--- src/rtl/inrush_pkg.sv ---
package inrush_pkg;
  typedef enum logic [1:0] {ST_IDLE, ST_RUN, ST_ON, ST_COOL} inr_st_t;

  // window length in ticks for a select code; the reserved code falls back to the first
  function automatic int unsigned win_ticks(input logic [1:0] code,
                                            input int unsigned len_a,
                                            input int unsigned len_b,
                                            input int unsigned len_c);
    case (code)
      2'b01:   return len_b;
      2'b10:   return len_c;
      default: return len_a;
    endcase
  endfunction
endpackage

--- src/rtl/inrush_len_latch.sv ---
module inrush_len_latch import inrush_pkg::*; #(
  parameter int unsigned CNT_W = 10,
  parameter int unsigned LEN_A = 60,
  parameter int unsigned LEN_B = 30,
  parameter int unsigned LEN_C = 120
) (
  input  logic             clk,
  input  logic             rst_n,
  input  logic             load,
  input  logic [1:0]       sel,
  output logic [CNT_W-1:0] len_q
);
  always_ff @(posedge clk or negedge rst_n) begin
    if (!rst_n)    len_q <= CNT_W'(LEN_A);
    else if (load) len_q <= CNT_W'(win_ticks(sel, LEN_A, LEN_B, LEN_C));
  end

  // the captured length only moves when a turn-on is accepted
  a_r4_len_held: assert property (@(posedge clk) disable iff (!rst_n)
    !load |=> $stable(len_q));
endmodule

--- src/rtl/inrush_tick_cnt.sv ---
module inrush_tick_cnt #(
  parameter int unsigned CNT_W = 10
) (
  input  logic             clk,
  input  logic             rst_n,
  input  logic             clr,
  input  logic             step,
  input  logic [CNT_W-1:0] limit,
  output logic             hit
);
  logic [CNT_W-1:0] count;

  assign hit = step && (({1'b0, count} + 1'b1) == {1'b0, limit});

  always_ff @(posedge clk or negedge rst_n) begin
    if (!rst_n)    count <= '0;
    else if (clr)  count <= '0;
    else if (step) count <= count + 1'b1;
  end

  // the running count never reaches the active limit
  a_r6_cnt_below_limit: assert property (@(posedge clk) disable iff (!rst_n)
    count < limit);
endmodule

--- src/rtl/inrush_guard.sv ---
module inrush_guard import inrush_pkg::*; #(
  parameter int unsigned WIN_A_MS = 60,
  parameter int unsigned WIN_B_MS = 30,
  parameter int unsigned WIN_C_MS = 120,
  parameter int unsigned COOL_MS  = 1000
) (
  input  logic       clk,
  input  logic       rst_n,
  input  logic       tick_1ms,
  input  logic [1:0] win_sel,
  input  logic       turn_on,
  input  logic       inrush_lim,
  input  logic       semi_auto,
  input  logic       class_en,
  input  logic       det_en,
  input  logic       reset_cmd,
  output logic       chan_on,
  output logic       win_done,
  output logic       fault_off,
  output logic       cool_busy,
  output logic       det_restart
);
  localparam int unsigned MAX_AB = (WIN_A_MS > WIN_B_MS) ? WIN_A_MS : WIN_B_MS;
  localparam int unsigned MAX_W  = (MAX_AB > WIN_C_MS) ? MAX_AB : WIN_C_MS;
  localparam int unsigned MAX_T  = (MAX_W > COOL_MS) ? MAX_W : COOL_MS;
  localparam int unsigned CNT_W  = $clog2(MAX_T + 1);

  inr_st_t          st_q, st_d;
  logic [CNT_W-1:0] len_q, limit;
  logic             hit, step, cnt_clr;
  logic             ev_accept, ev_win_end, ev_fault, ev_cool_end, ev_restart;
  logic             fault_q, det_q;

  // named events
  assign ev_accept   = !reset_cmd && (st_q == ST_IDLE) && turn_on;
  assign ev_win_end  = !reset_cmd && (st_q == ST_RUN) && hit;
  assign ev_fault    = ev_win_end && inrush_lim;
  assign ev_cool_end = !reset_cmd && (st_q == ST_COOL) && hit;
  assign ev_restart  = ev_cool_end && semi_auto && class_en && det_en;

  assign step    = tick_1ms && ((st_q == ST_RUN) || (st_q == ST_COOL));
  assign cnt_clr = reset_cmd || ev_accept || ev_win_end || ev_cool_end;
  assign limit   = (st_q == ST_COOL) ? CNT_W'(COOL_MS) : len_q;

  inrush_len_latch #(
    .CNT_W(CNT_W), .LEN_A(WIN_A_MS), .LEN_B(WIN_B_MS), .LEN_C(WIN_C_MS)
  ) u_len (
    .clk(clk), .rst_n(rst_n), .load(ev_accept), .sel(win_sel), .len_q(len_q)
  );

  inrush_tick_cnt #(.CNT_W(CNT_W)) u_cnt (
    .clk(clk), .rst_n(rst_n), .clr(cnt_clr), .step(step), .limit(limit), .hit(hit)
  );

  always_comb begin
    st_d = st_q;
    if (reset_cmd)        st_d = ST_IDLE;
    else if (ev_accept)   st_d = ST_RUN;
    else if (ev_fault)    st_d = ST_COOL;
    else if (ev_win_end)  st_d = ST_ON;
    else if (ev_cool_end) st_d = ST_IDLE;
  end

  always_ff @(posedge clk or negedge rst_n) begin
    if (!rst_n) begin
      st_q    <= ST_IDLE;
      fault_q <= 1'b0;
      det_q   <= 1'b0;
    end else begin
      st_q    <= st_d;
      fault_q <= ev_fault;
      det_q   <= ev_restart;
    end
  end

  assign chan_on     = (st_q == ST_RUN) || (st_q == ST_ON);
  assign win_done    = (st_q == ST_ON);
  assign cool_busy   = (st_q == ST_COOL);
  assign fault_off   = fault_q;
  assign det_restart = det_q;

  // a fault request coincides with power removed and cool-down running
  a_r5_fault_kills_power: assert property (@(posedge clk) disable iff (!rst_n)
    fault_off |-> (!chan_on && !win_done && cool_busy));
  // the request is a single-cycle pulse
  a_r5_fault_pulse: assert property (@(posedge clk) disable iff (!rst_n)
    fault_off |=> !fault_off);
  // turn-on is refused during cool-down
  a_r6_no_on_in_cool: assert property (@(posedge clk) disable iff (!rst_n)
    cool_busy |=> !chan_on);
  // expired window implies the channel is on
  a_r7_done_implies_on: assert property (@(posedge clk) disable iff (!rst_n)
    win_done |-> chan_on);
  // only a reset command ends the expired state
  a_r7_done_holds: assert property (@(posedge clk) disable iff (!rst_n)
    (win_done && !reset_cmd) |=> win_done);
  // restart only at cool-down exit with all enables set
  a_r8_restart_gated: assert property (@(posedge clk) disable iff (!rst_n)
    det_restart |-> (!cool_busy && $past(cool_busy) &&
                     $past(semi_auto) && $past(class_en) && $past(det_en)));
  // reset command clears everything on the next cycle
  a_r9_reset_aborts: assert property (@(posedge clk) disable iff (!rst_n)
    reset_cmd |=> (!chan_on && !win_done && !fault_off && !cool_busy && !det_restart));
  // power only comes up from idle on an accepted strobe
  a_r2_on_needs_strobe: assert property (@(posedge clk) disable iff (!rst_n)
    $rose(chan_on) |-> $past(turn_on));
endmodule

--- config.mk ---
export PLATFORM = sky130hd
export DESIGN_NAME = inrush_guard
export DESIGN_NICKNAME = d
export VERILOG_FILES = /design/src/rtl/inrush_pkg.sv /design/src/rtl/inrush_len_latch.sv /design/src/rtl/inrush_tick_cnt.sv /design/src/rtl/inrush_guard.sv
export SDC_FILE = /design/constraint.sdc
export NUM_CORES = 1
export LEC_CHECK = 0
export BUFFER_PORTS_ARGS = -buffer_cell sky130_fd_sc_hd__buf_4
export CAP_MARGIN = 20
export CORE_ASPECT_RATIO = 1.25
export CORE_UTILIZATION = 35
export CTS_CLUSTER_DIAMETER = 80
export DETAILED_ROUTE_END_ITERATION = 7
export GPL_ROUTABILITY_DRIVEN = 0
export HOLD_SLACK_MARGIN = 0.1
export MAX_ROUTING_LAYER = met4
export SYNTH_ARGS = -nofsm -noshare
export SYNTH_HDL_FRONTEND = slang
export SYNTH_SLANG_ARGS = --single-unit
--- constraint.sdc ---
create_clock -name clk -period 2.44 [get_ports clk]
set_input_delay 0.122 -clock clk [delete_from_list [all_inputs] [get_ports clk]]
set_output_delay 0.122 -clock clk [all_outputs]
set_load 0.01 [all_outputs]
Word level (Yosys, flattened, before mapping). Cells that the tools add are included.

Memories kept: 0. Bits in read-only memories: 0. Latch bits: 0. Register bits after elaboration: 24. Memory bits (writable): 0.

Reduce and logical (&&, ||, !) cells: 21. Eq/ne operators: 6. $add $sub $neg: 2. Multiplexer cells: 9. Multipliers: 0. Shift operators: 0. Magnitude comparators: 0. Bitwise operators: 0. Divide/modulo/power cells: 0.

Operators with widths (number): 10-bit 2-to-1 mux (3); 7-bit one-hot mux with 2 select lines (1); 1-bit logical AND (12); 10-bit by 1-bit adder with 11-bit output (second input constant) (1); 11-bit by 10-bit == test with 1-bit output (1); 10-bit by 1-bit adder with 10-bit output (second input constant) (1); 2-bit 2-to-1 mux (5); 2-bit == test (second input constant) (3); 1-bit logical OR (5); 5-bit nonzero test (1); 2-bit by 1-bit == test with 1-bit output (second input constant) (2); 2-bit zero test (1); 2-bit nonzero test (1); 1-bit zero test (1).

Depth between registers and ports, before layout. Gate-level depths: netlist (run 1).

Depth after elaboration: 10. Mapped depth: 8. Mapped depth without buffers: 8.

Modules after synthesis. A second synthesis (run 1) with hierarchy kept.

Cells, all modules: 148. Area total of the unflattened synthesis: 1366.3 µm².

Modules (own cells, without submodules): inrush_tick_cnt (times used 1, cells an instance 92, area an instance 824.5 µm²); inrush_guard (times used 1, cells an instance 36, area an instance 339.1 µm²); inrush_len_latch (times used 1, cells an instance 20, area an instance 202.7 µm²).

Worst setup path before layout (run 1). Ideal clock, no wire load.

Path kind: reg2reg. Start point: register st_q[0]. End point: register st_q[0]. Arrival time: 2147 ps. Path slack: 193 ps. Path buffers: 1. Stages on the path, launching flop included: 9. Path through: dfrtp_1 ha_1 buf_2 nand4b_1 o311a_1 nor4b_4 nand4_4 or3b_1 o311ai_2.

Longest elaborated chain between the ends: 9. Elaborated cells on any way between the ends: 20.

Ends and longest elaborated chain: start, declared (line inrush_guard.sv:28) `inr_st_t st_q, st_d;`; start signal, assigned (line inrush_guard.sv:70) `st_q <= st_d;`; 2-bit == test (*); via cool_busy (line inrush_guard.sv:20) `output logic cool_busy,`; 10-bit 2-to-1 mux / 1-bit logical OR (equally long branches) (line inrush_guard.sv:43, inrush_guard.sv:41); 11-bit by 10-bit == test with 1-bit output / 1-bit logical AND (equally long branches) (line inrush_tick_cnt.sv:13, inrush_guard.sv:41); 1-bit logical AND (line inrush_tick_cnt.sv:13) `assign hit = step && (({1'b0, count} + 1'b1) == {1'b0, limit});`; 1-bit logical AND (line inrush_guard.sv:36) `assign ev_win_end = !reset_cmd && (st_q == ST_RUN) && hit;`; 2-bit 2-to-1 mux / 1-bit logical AND (equally long branches) (line inrush_guard.sv:60, inrush_guard.sv:37); 2-bit 2-to-1 mux (line inrush_guard.sv:59) `else if (ev_fault) st_d = ST_COOL;`; 2-bit 2-to-1 mux (line inrush_guard.sv:58) `else if (ev_accept) st_d = ST_RUN;`; 2-bit 2-to-1 mux (line inrush_guard.sv:57) `if (reset_cmd) st_d = ST_IDLE;`.

The timed path passes the listed nets; every way through them passes the cells marked *. A chain may end at the register's enable or synchronous reset.

Worst setup path after layout (run 1).
Start point: register st_q[1]. End point: register st_q[0].

Longest elaborated chain between the ends: 9. Elaborated cells on any way between the ends: 20.

Ends and longest elaborated chain (line): 2-bit == test / 2-bit by 1-bit == test with 1-bit output (equally long branches); 10-bit 2-to-1 mux / 1-bit logical OR (equally long branches) (inrush_guard.sv:43, inrush_guard.sv:41); 11-bit by 10-bit == test with 1-bit output / 1-bit logical AND (equally long branches) (inrush_tick_cnt.sv:13, inrush_guard.sv:41); 1-bit logical AND (inrush_tick_cnt.sv:13); 1-bit logical AND (inrush_guard.sv:36); 2-bit 2-to-1 mux / 1-bit logical AND (equally long branches) (inrush_guard.sv:60, inrush_guard.sv:37); 2-bit 2-to-1 mux (inrush_guard.sv:59); 2-bit 2-to-1 mux (inrush_guard.sv:58); 2-bit 2-to-1 mux (inrush_guard.sv:57).

Several ways; a longest one is shown, not always the timed one.

==> results of run 1 <==
-- layout make-up --
type	instances	area, µm²
tap	39	48.8
multi-input combinational	107	807
sequential	18	453
clock buffer	4	45.0
fill	352	2010
inverter	7	26.3
timing repair buffer	24	183
-- stage by stage --
step | std cells | hold WS (ns) | setup slack [ns] | area (µm²) | util [%]
finish | 199 | 0.108 | 0.140 | 1560 | 43.7
global route | 199 | 0.127 | 0.0149 | 1560 | 43.7
CTS | 197 | 0.107 | 0.0826 | 1550 | 43.2
detailed placement | 192 | 0.00682 | 0.0851 | 1490 | 41.7
global placement | 192 | 0.00296 | 0.153 | 1490 | 41.7
floorplan | 140 | -0.174 | 0.193 | 1330 | -
-- where the power goes --
part / total (mW) / internal, mW / switching (mW)
registers: 0.327 / 0.315 / 0.0118
logic: 0.0997 / 0.0482 / 0.0514
clock network: 0.214 / 0.116 / 0.0983
-- sequential cells by signal, indices dropped and copies added, names as in the netlist --
name / cells
det_restart: 1
st_q: 2
u_len.len_q: 4
fault_off: 1
u_cnt.count: 10
-- how the worst max path moves through the flow --
| stage | slack [ns] | endpoint | from | depth (start not counted) |
|---|---|---|---|---|
| final | 0.14 | st_q[0] | st_q[1] | 8 |
| after global routing | 0.01 | st_q[0] | st_q[1] | 8 |
| after CTS | 0.08 | st_q[0] | st_q[1] | 8 |
| after detailed placement | 0.09 | st_q[0] | st_q[1] | 8 |
| after global placement | 0.15 | st_q[0] | st_q[1] | 8 |
| after floorplan | 0.19 | st_q[0] | st_q[0] | 8 |
-- per-layer routing --
metal | wire length, µm | vias up | global-route usage [%]
li1 | - | 534 | -
met1 | 1190 | 527 | 18.5
met2 | 1450 | 20 | 26.8
met3 | 69 | 5 | 1.65
met4 | 54 | 0 | 6.50
met5 | 0 | - | -
-- synth_stat cells (2+ instances only) --
cell                       count
sky130_fd_sc_hd__o21a_1        2
sky130_fd_sc_hd__clkbuf_1      2
sky130_fd_sc_hd__o21ai_0       2
sky130_fd_sc_hd__inv_1         6
sky130_fd_sc_hd__mux2i_1       3
sky130_fd_sc_hd__buf_6         2
sky130_fd_sc_hd__xnor2_1       9
sky130_fd_sc_hd__nand4_1       2
sky130_fd_sc_hd__nand2b_1      3
sky130_fd_sc_hd__nand4b_1      2
sky130_fd_sc_hd__xor2_1        7
sky130_fd_sc_hd__a21o_1        2
sky130_fd_sc_hd__or2_2         2
sky130_fd_sc_hd__nand3_1       6
sky130_fd_sc_hd__buf_2         3
sky130_fd_sc_hd__a21oi_1       4
sky130_fd_sc_hd__dfstp_2       2
sky130_fd_sc_hd__nor2_1       11
sky130_fd_sc_hd__dfrtp_1      16
sky130_fd_sc_hd__ha_1          5
sky130_fd_sc_hd__o31ai_1       2
sky130_fd_sc_hd__and3_1        3
sky130_fd_sc_hd__nor3_1        8
sky130_fd_sc_hd__nor3b_1       4
sky130_fd_sc_hd__nand2_1       9
-- worst max-delay path, stage by stage (launching register included) --
cell	delay, ns
sky130_fd_sc_hd__dfrtp_1	0.40
sky130_fd_sc_hd__inv_1	0.11
sky130_fd_sc_hd__ha_1	0.19
sky130_fd_sc_hd__inv_2	0.06
sky130_fd_sc_hd__o311a_1	0.38
sky130_fd_sc_hd__nor4b_4	0.37
sky130_fd_sc_hd__nand4_4	0.16
sky130_fd_sc_hd__or3b_1	0.45
sky130_fd_sc_hd__o311ai_2	0.09
-- timing repair --
item / 4_1_cts / 5_1_grt
hold endpoints to repair: 18 / 0
hold buffers: 1 / 0
gates resized for setup: 0 / 1
setup endpoints to repair: 0 / 1
setup buffers: 0 / 2
-- logic make-up after synthesis --
logic type	Yosys count	share of synthesized area, %
compound gates	19	11.2
xor+xnor	16	10.5
fa+ha+maj	5	4.69
buf+inv	15	5.72
flops	18	34.0
mux	3	2.25
simple gates	64	31.7
==> flow_metrics.py, run 1 <==
metrics = {
    "status": {
        "status": "complete, no violations",
    },
    "global_route": {
        "grt.total_usage_pct": 15.6,
        "initial_antenna_violation_count": 0,
        "first_global_vias": 1053,
        "grt.overflow.total": 0,
        "first_pass_grt_wire_length_um": 4770,
        "grt_max_degree": 19,
    },
    "setup_path": {
        "rrSetupSlack_ns": 0.14,
        "worst_r2r_startpoint": "st_q[1]",
        "cp_required_ns": 2.60,
        "timing.critical_path.from_type": "register",
        "cp_max_fo": 3,
        "cp.arrival_ns": 2.46,
        "r2r_end": "st_q[0]",
        "crit_path_class": "reg2reg",
        "timing.critical_path.to_type": "register",
        "ff_to_ff_path_depth": 8,
    },
    "sta": {
        "totalNegativeSetupSlack_ns": 0,
        "finalHoldViolations": 0,
        "slew-limit-headroom_pct": 71.6,
        "fmax_mhz": 435,
        "post-route-period-util_pct": 94.2,
        "slew_at_the_pin_closest_to_its_max_slew_limit_ns": 0.421,
        "timing_max_transition_violations_final": 0,
        "setup_repair_after_global_routing_missed_its_margin": "no",
        "layout_min_cycle_time_ns": 2.30,
        "finalSetupViolCount": 0,
        "finClkSkew_ns": 0.00476,
    },
    "die": {
        "fp.dieArea_um2": 4060,
        "initial_core_util_pct": 37.3,
        "ioPinCount": 16,
        "rows": 24,
        "core_region_area_um2": 3570,
        "die_width_um": 57.2,
        "die_h_um": 71.0,
    },
    "detailed_routing": {
        "via_count": 1086,
        "drtAntennaViolNets": 0,
        "firstDrtPassIters": 4,
        "viasPerCell": 5.46,
        "routedWlPerCell_um": 13.9,
        "drt_wl_total_um": 2760,
        "drcViolationCount": 0,
        "initialDrtViolationCount": 23,
    },
    "clock_network": {
        "cts_made_buffers": 3,
        "tritoncts_num_sinks": 18,
        "clk_pin_slew_worst_paths_ns": 0.06,
        "cts_buffer_depth": 2,
        "cts_tree": "built",
        "cts.htree.levels": 1,
        "cts_root_buffer": "sky130_fd_sc_hd__clkbuf_8",
        "worstSkewPairLatency_ns": 0.26,
    },
    "synth": {
        "synth_largest_type_area_fraction_pct": 30.0,
        "yosys-top-cells-area": "sky130_fd_sc_hd__dfrtp_1 30%, sky130_fd_sc_hd__xnor2_1 5.9%, sky130_fd_sc_hd__ha_1 4.7%",
        "synth_top_area_cell": "sky130_fd_sc_hd__dfrtp_1",
        "synth_area_um2": 1330,
        "avgSynthCellArea_um2": 9.53,
        "synth_edf_count": 0,
        "number_of_warning_messages_in_the_yosys_log": 0,
        "ys_seq_elements": 18,
        "synth_fp_nets": 156,
        "synth_cell_types": 48,
        "synth_sequential_area_ratio_pct": 34.0,
        "postSynth.asyncResetShare_pct": 100,
        "syn_inst": 140,
        "yosys_most_used_dff": "sky130_fd_sc_hd__dfrtp_1",
    },
    "worst_hold_path": {
        "min_from": "semi_auto",
        "min_path_cells": 3,
        "worstHoldEndpoint": "det_restart",
        "timing.hold.worst.class": "in2reg",
    },
    "placed_design": {
        "dp_hpwl_um": 2170,
        "placement.io_buffers": 15,
    },
    "run": {
        "drv_cap": 0,
    },
    "final_layout": {
        "layout_commonest_cell": "sky130_fd_sc_hd__buf_4",
        "nNetsFinal": 177,
        "commonest_cells_after_routing_fill_and_taps_aside": "23 x sky130_fd_sc_hd__buf_4, 16 x sky130_fd_sc_hd__dfrtp_1, 11 x sky130_fd_sc_hd__nor2_1",
        "final_layout_size_suffix_gt1_share_pct": 26.3,
        "n_antenna_cell": 0,
        "syn2layout_area_growth_pct": 17.2,
    },
    "power": {
        "irDropWorstVdd_mv": 0.228,
        "power.leakage_nw": 0.679,
        "power.total_mw": 0.641,
        "cell_pwr_density_nw_per_um2": 410,
    },
}
(Power assumes the default switching activity.)
==> run 2: changes to the inputs <==
CELL_PAD_IN_SITES_DETAIL_PLACEMENT = 1   (was unset)
CELL_PAD_IN_SITES_GLOBAL_PLACEMENT = 1   (was unset)
PLACE_DENSITY_LB_ADDON = 0.1   (was unset)
SETUP_SLACK_MARGIN = 0.1   (was unset)
==> run 2 against run 1 <==
Net effect: the flow now finishes with violations (DRC); die area unchanged; register-to-register slack improved by 0.02 ns; critical path depth stayed put; clock power increased by 19%; via count rose by 2.8%; hold slack gained 0.017 ns; power rose by 7.4%; sequential share of layout area down 0.90 points.
==> flow_metrics.py, run 2 (synthesis gave the netlist of run 1 again) <==
metrics = {
    "setup_path": {
        "worst_r2r_startpoint": "st_q[1]",
        "cp.arrival_ns": 2.44,
        "r2r_end": "st_q[0]",
        "crit_path_start": "st_q[1]",
        "timing.critical_path.from_type": "register",
        "ff_to_ff_path_depth": 8,
        "crit_path_class": "reg2reg",
        "timing.critical_path.to_type": "register",
        "cp_required_ns": 2.60,
        "cp_max_fo": 3,
        "rrSetupSlack_ns": 0.16,
    },
    "status": {
        "status": "finished, violations left",
        "violated_checks": "DRC",
    },
    "final_layout": {
        "area_occupied_by_multi_input_gates_um2": 815,
        "nNetsFinal": 181,
        "n_antenna_cell": 0,
        "commonest_cells_after_routing_fill_and_taps_aside": "26 x sky130_fd_sc_hd__buf_4, 16 x sky130_fd_sc_hd__dfrtp_1, 11 x sky130_fd_sc_hd__nor2_1",
        "max_flop_register": "u_cnt.count",
        "largest_register_ff_count": 10,
        "syn2layout_area_growth_pct": 20.9,
        "fill_cells": 413,
        "fin_area_um2": 1610,
        "layout_commonest_cell": "sky130_fd_sc_hd__buf_4",
        "regArea_um2": 453,
        "final_layout_size_suffix_gt1_share_pct": 30.5,
        "reg.largest.list": "u_cnt.count: 10 flops, u_len.len_q: 4 flops, st_q: 2 flops",
    },
    "global_route": {
        "initial_antenna_violation_count": 0,
        "first_global_vias": 1169,
        "grt_max_degree": 19,
        "first_pass_grt_wire_length_um": 5790,
        "grt.overflow.total": 0,
        "grt.total_usage_pct": 19.1,
    },
    "clock_network": {
        "clk_pin_slew_worst_paths_ns": 0.07,
        "cts_made_buffers": 3,
        "cts_root_buffer": "sky130_fd_sc_hd__clkbuf_8",
        "tritoncts_num_sinks": 18,
        "cts_buffer_depth": 2,
        "cts.htree.levels": 1,
        "worstSkewPairLatency_ns": 0.26,
        "cts_tree": "built",
    },
    "worst_hold_path": {
        "min_path_cells": 3,
        "worstHoldEndpoint": "det_restart",
        "timing.hold.worst.class": "in2reg",
        "min_from": "class_en",
    },
    "detailed_routing": {
        "drcViolationCount": 2,
        "firstDrtPassIters": 6,
        "via_count": 1116,
        "initialDrtViolationCount": 26,
        "routedWlPerCell_um": 16.8,
        "drt_wl_total_um": 3410,
        "viasPerCell": 5.50,
        "drtAntennaViolNets": 0,
    },
    "die": {
        "fp.dieArea_um2": 4060,
        "die_width_um": 57.2,
        "die_h_um": 71.0,
        "rows": 24,
        "initial_core_util_pct": 37.3,
        "core_region_area_um2": 3570,
        "ioPinCount": 16,
    },
    "power": {
        "internal_power_mw": 0.509,
        "power.leakage_nw": 0.690,
        "share_seq_of_total_power_pct": 47.6,
        "clockPowerShare_pct": 36.9,
        "combPwrFrac_pct": 15.5,
        "irDropWorstVdd_mv": 0.197,
        "p_switching_mw": 0.179,
        "power.total_mw": 0.688,
        "cell_pwr_density_nw_per_um2": 427,
        "sw_frac_of_total_pct": 26.0,
    },
    "sta": {
        "layout_min_cycle_time_ns": 2.28,
        "totalNegativeSetupSlack_ns": 0,
        "slew-limit-headroom_pct": 69.2,
        "finalHoldViolations": 0,
        "setup_repair_after_global_routing_missed_its_margin": "no",
        "slew_at_the_pin_closest_to_its_max_slew_limit_ns": 0.457,
        "post-route-period-util_pct": 93.3,
        "finClkSkew_ns": 0.00119,
        "worst_hold_slack_ns": 0.125,
        "timing_max_transition_violations_final": 0,
        "fmax_mhz": 439,
        "finalSetupViolCount": 0,
    },
    "placed_design": {
        "placement.io_buffers": 15,
        "place_area_um2": 1510,
        "dp_hpwl_um": 2600,
    },
    "run": {
        "drv_cap": 0,
    },
}
==> run 2: cell types whose count changed in the layout (fill, tap and decap cells not counted), sizes merged <==
cell and change:
dlygate4sd3 +1, buf +3
==> run 2: routing by layer <==
layer,global-route usage (%),wire length (µm),vias to the layer above
met1,23.1,1540,560
li1,-,-,540
met2,33.3,1780,12
met5,-,0,-
met4,4.88,31,0
met3,2.38,61,4
==> run 2: worst max path at each step <==
stage	slack, ns	end
global placement	0.13	st_q[0]
CTS	0.11	st_q[0]
floorplan	0.19	st_q[0]
finish	0.16	st_q[0]
global route	0.08	st_q[0]
detailed placement	0.09	st_q[0]
==> run 2: stage by stage <==
| stage | setup slack [ns] | utilization [%] | std cells |
|---|---|---|---|
| global placement | 0.134 | 42.1 | 194 |
| detailed placement | 0.0918 | 42.1 | 194 |
| finish | 0.164 | 45.1 | 203 |
| floorplan | 0.193 | - | 140 |
| CTS | 0.113 | 44.3 | 200 |
| global route | 0.0815 | 45.1 | 203 |
==> run 2: timing repair <==
item,CTS,global route
hold buffers,2,0
setup endpoints to repair,2,9
hold endpoints to repair,19,0
pin swaps,1,2
gates resized for setup,1,5
buffers inserted,0,3
==> run 2: worst max-delay path, cell delays in order, from the launching register on <==
cell                       delay (ns)
sky130_fd_sc_hd__dfrtp_1         0.41
sky130_fd_sc_hd__inv_2           0.08
sky130_fd_sc_hd__ha_2            0.18
sky130_fd_sc_hd__inv_2           0.05
sky130_fd_sc_hd__o311a_1         0.40
sky130_fd_sc_hd__nor4b_4         0.38
sky130_fd_sc_hd__nand4_4         0.16
sky130_fd_sc_hd__or3b_4          0.44
sky130_fd_sc_hd__o311ai_2        0.08
==> run 2: area by class of cell <==
| class | count | area share, % |
|---|---|---|
| Tap cell | 39 | 3.03 |
| Sequential cell | 18 | 28.1 |
| Multi-Input combinational cell | 107 | 50.5 |
| Timing Repair Buffer | 28 | 13.3 |
| Clock buffer | 4 | 3.41 |
| Inverter | 7 | 1.63 |
==> run 2: power groups by stage <==
stage,Clock (mW),Sequential [mW],Combinational (mW)
floorplan,0,0.329,0.0619
global placement,0,0.331,0.102
detailed placement,0,0.332,0.106
CTS,0.266,0.327,0.109
global route,0.275,0.329,0.118
finish,0.254,0.327,0.107
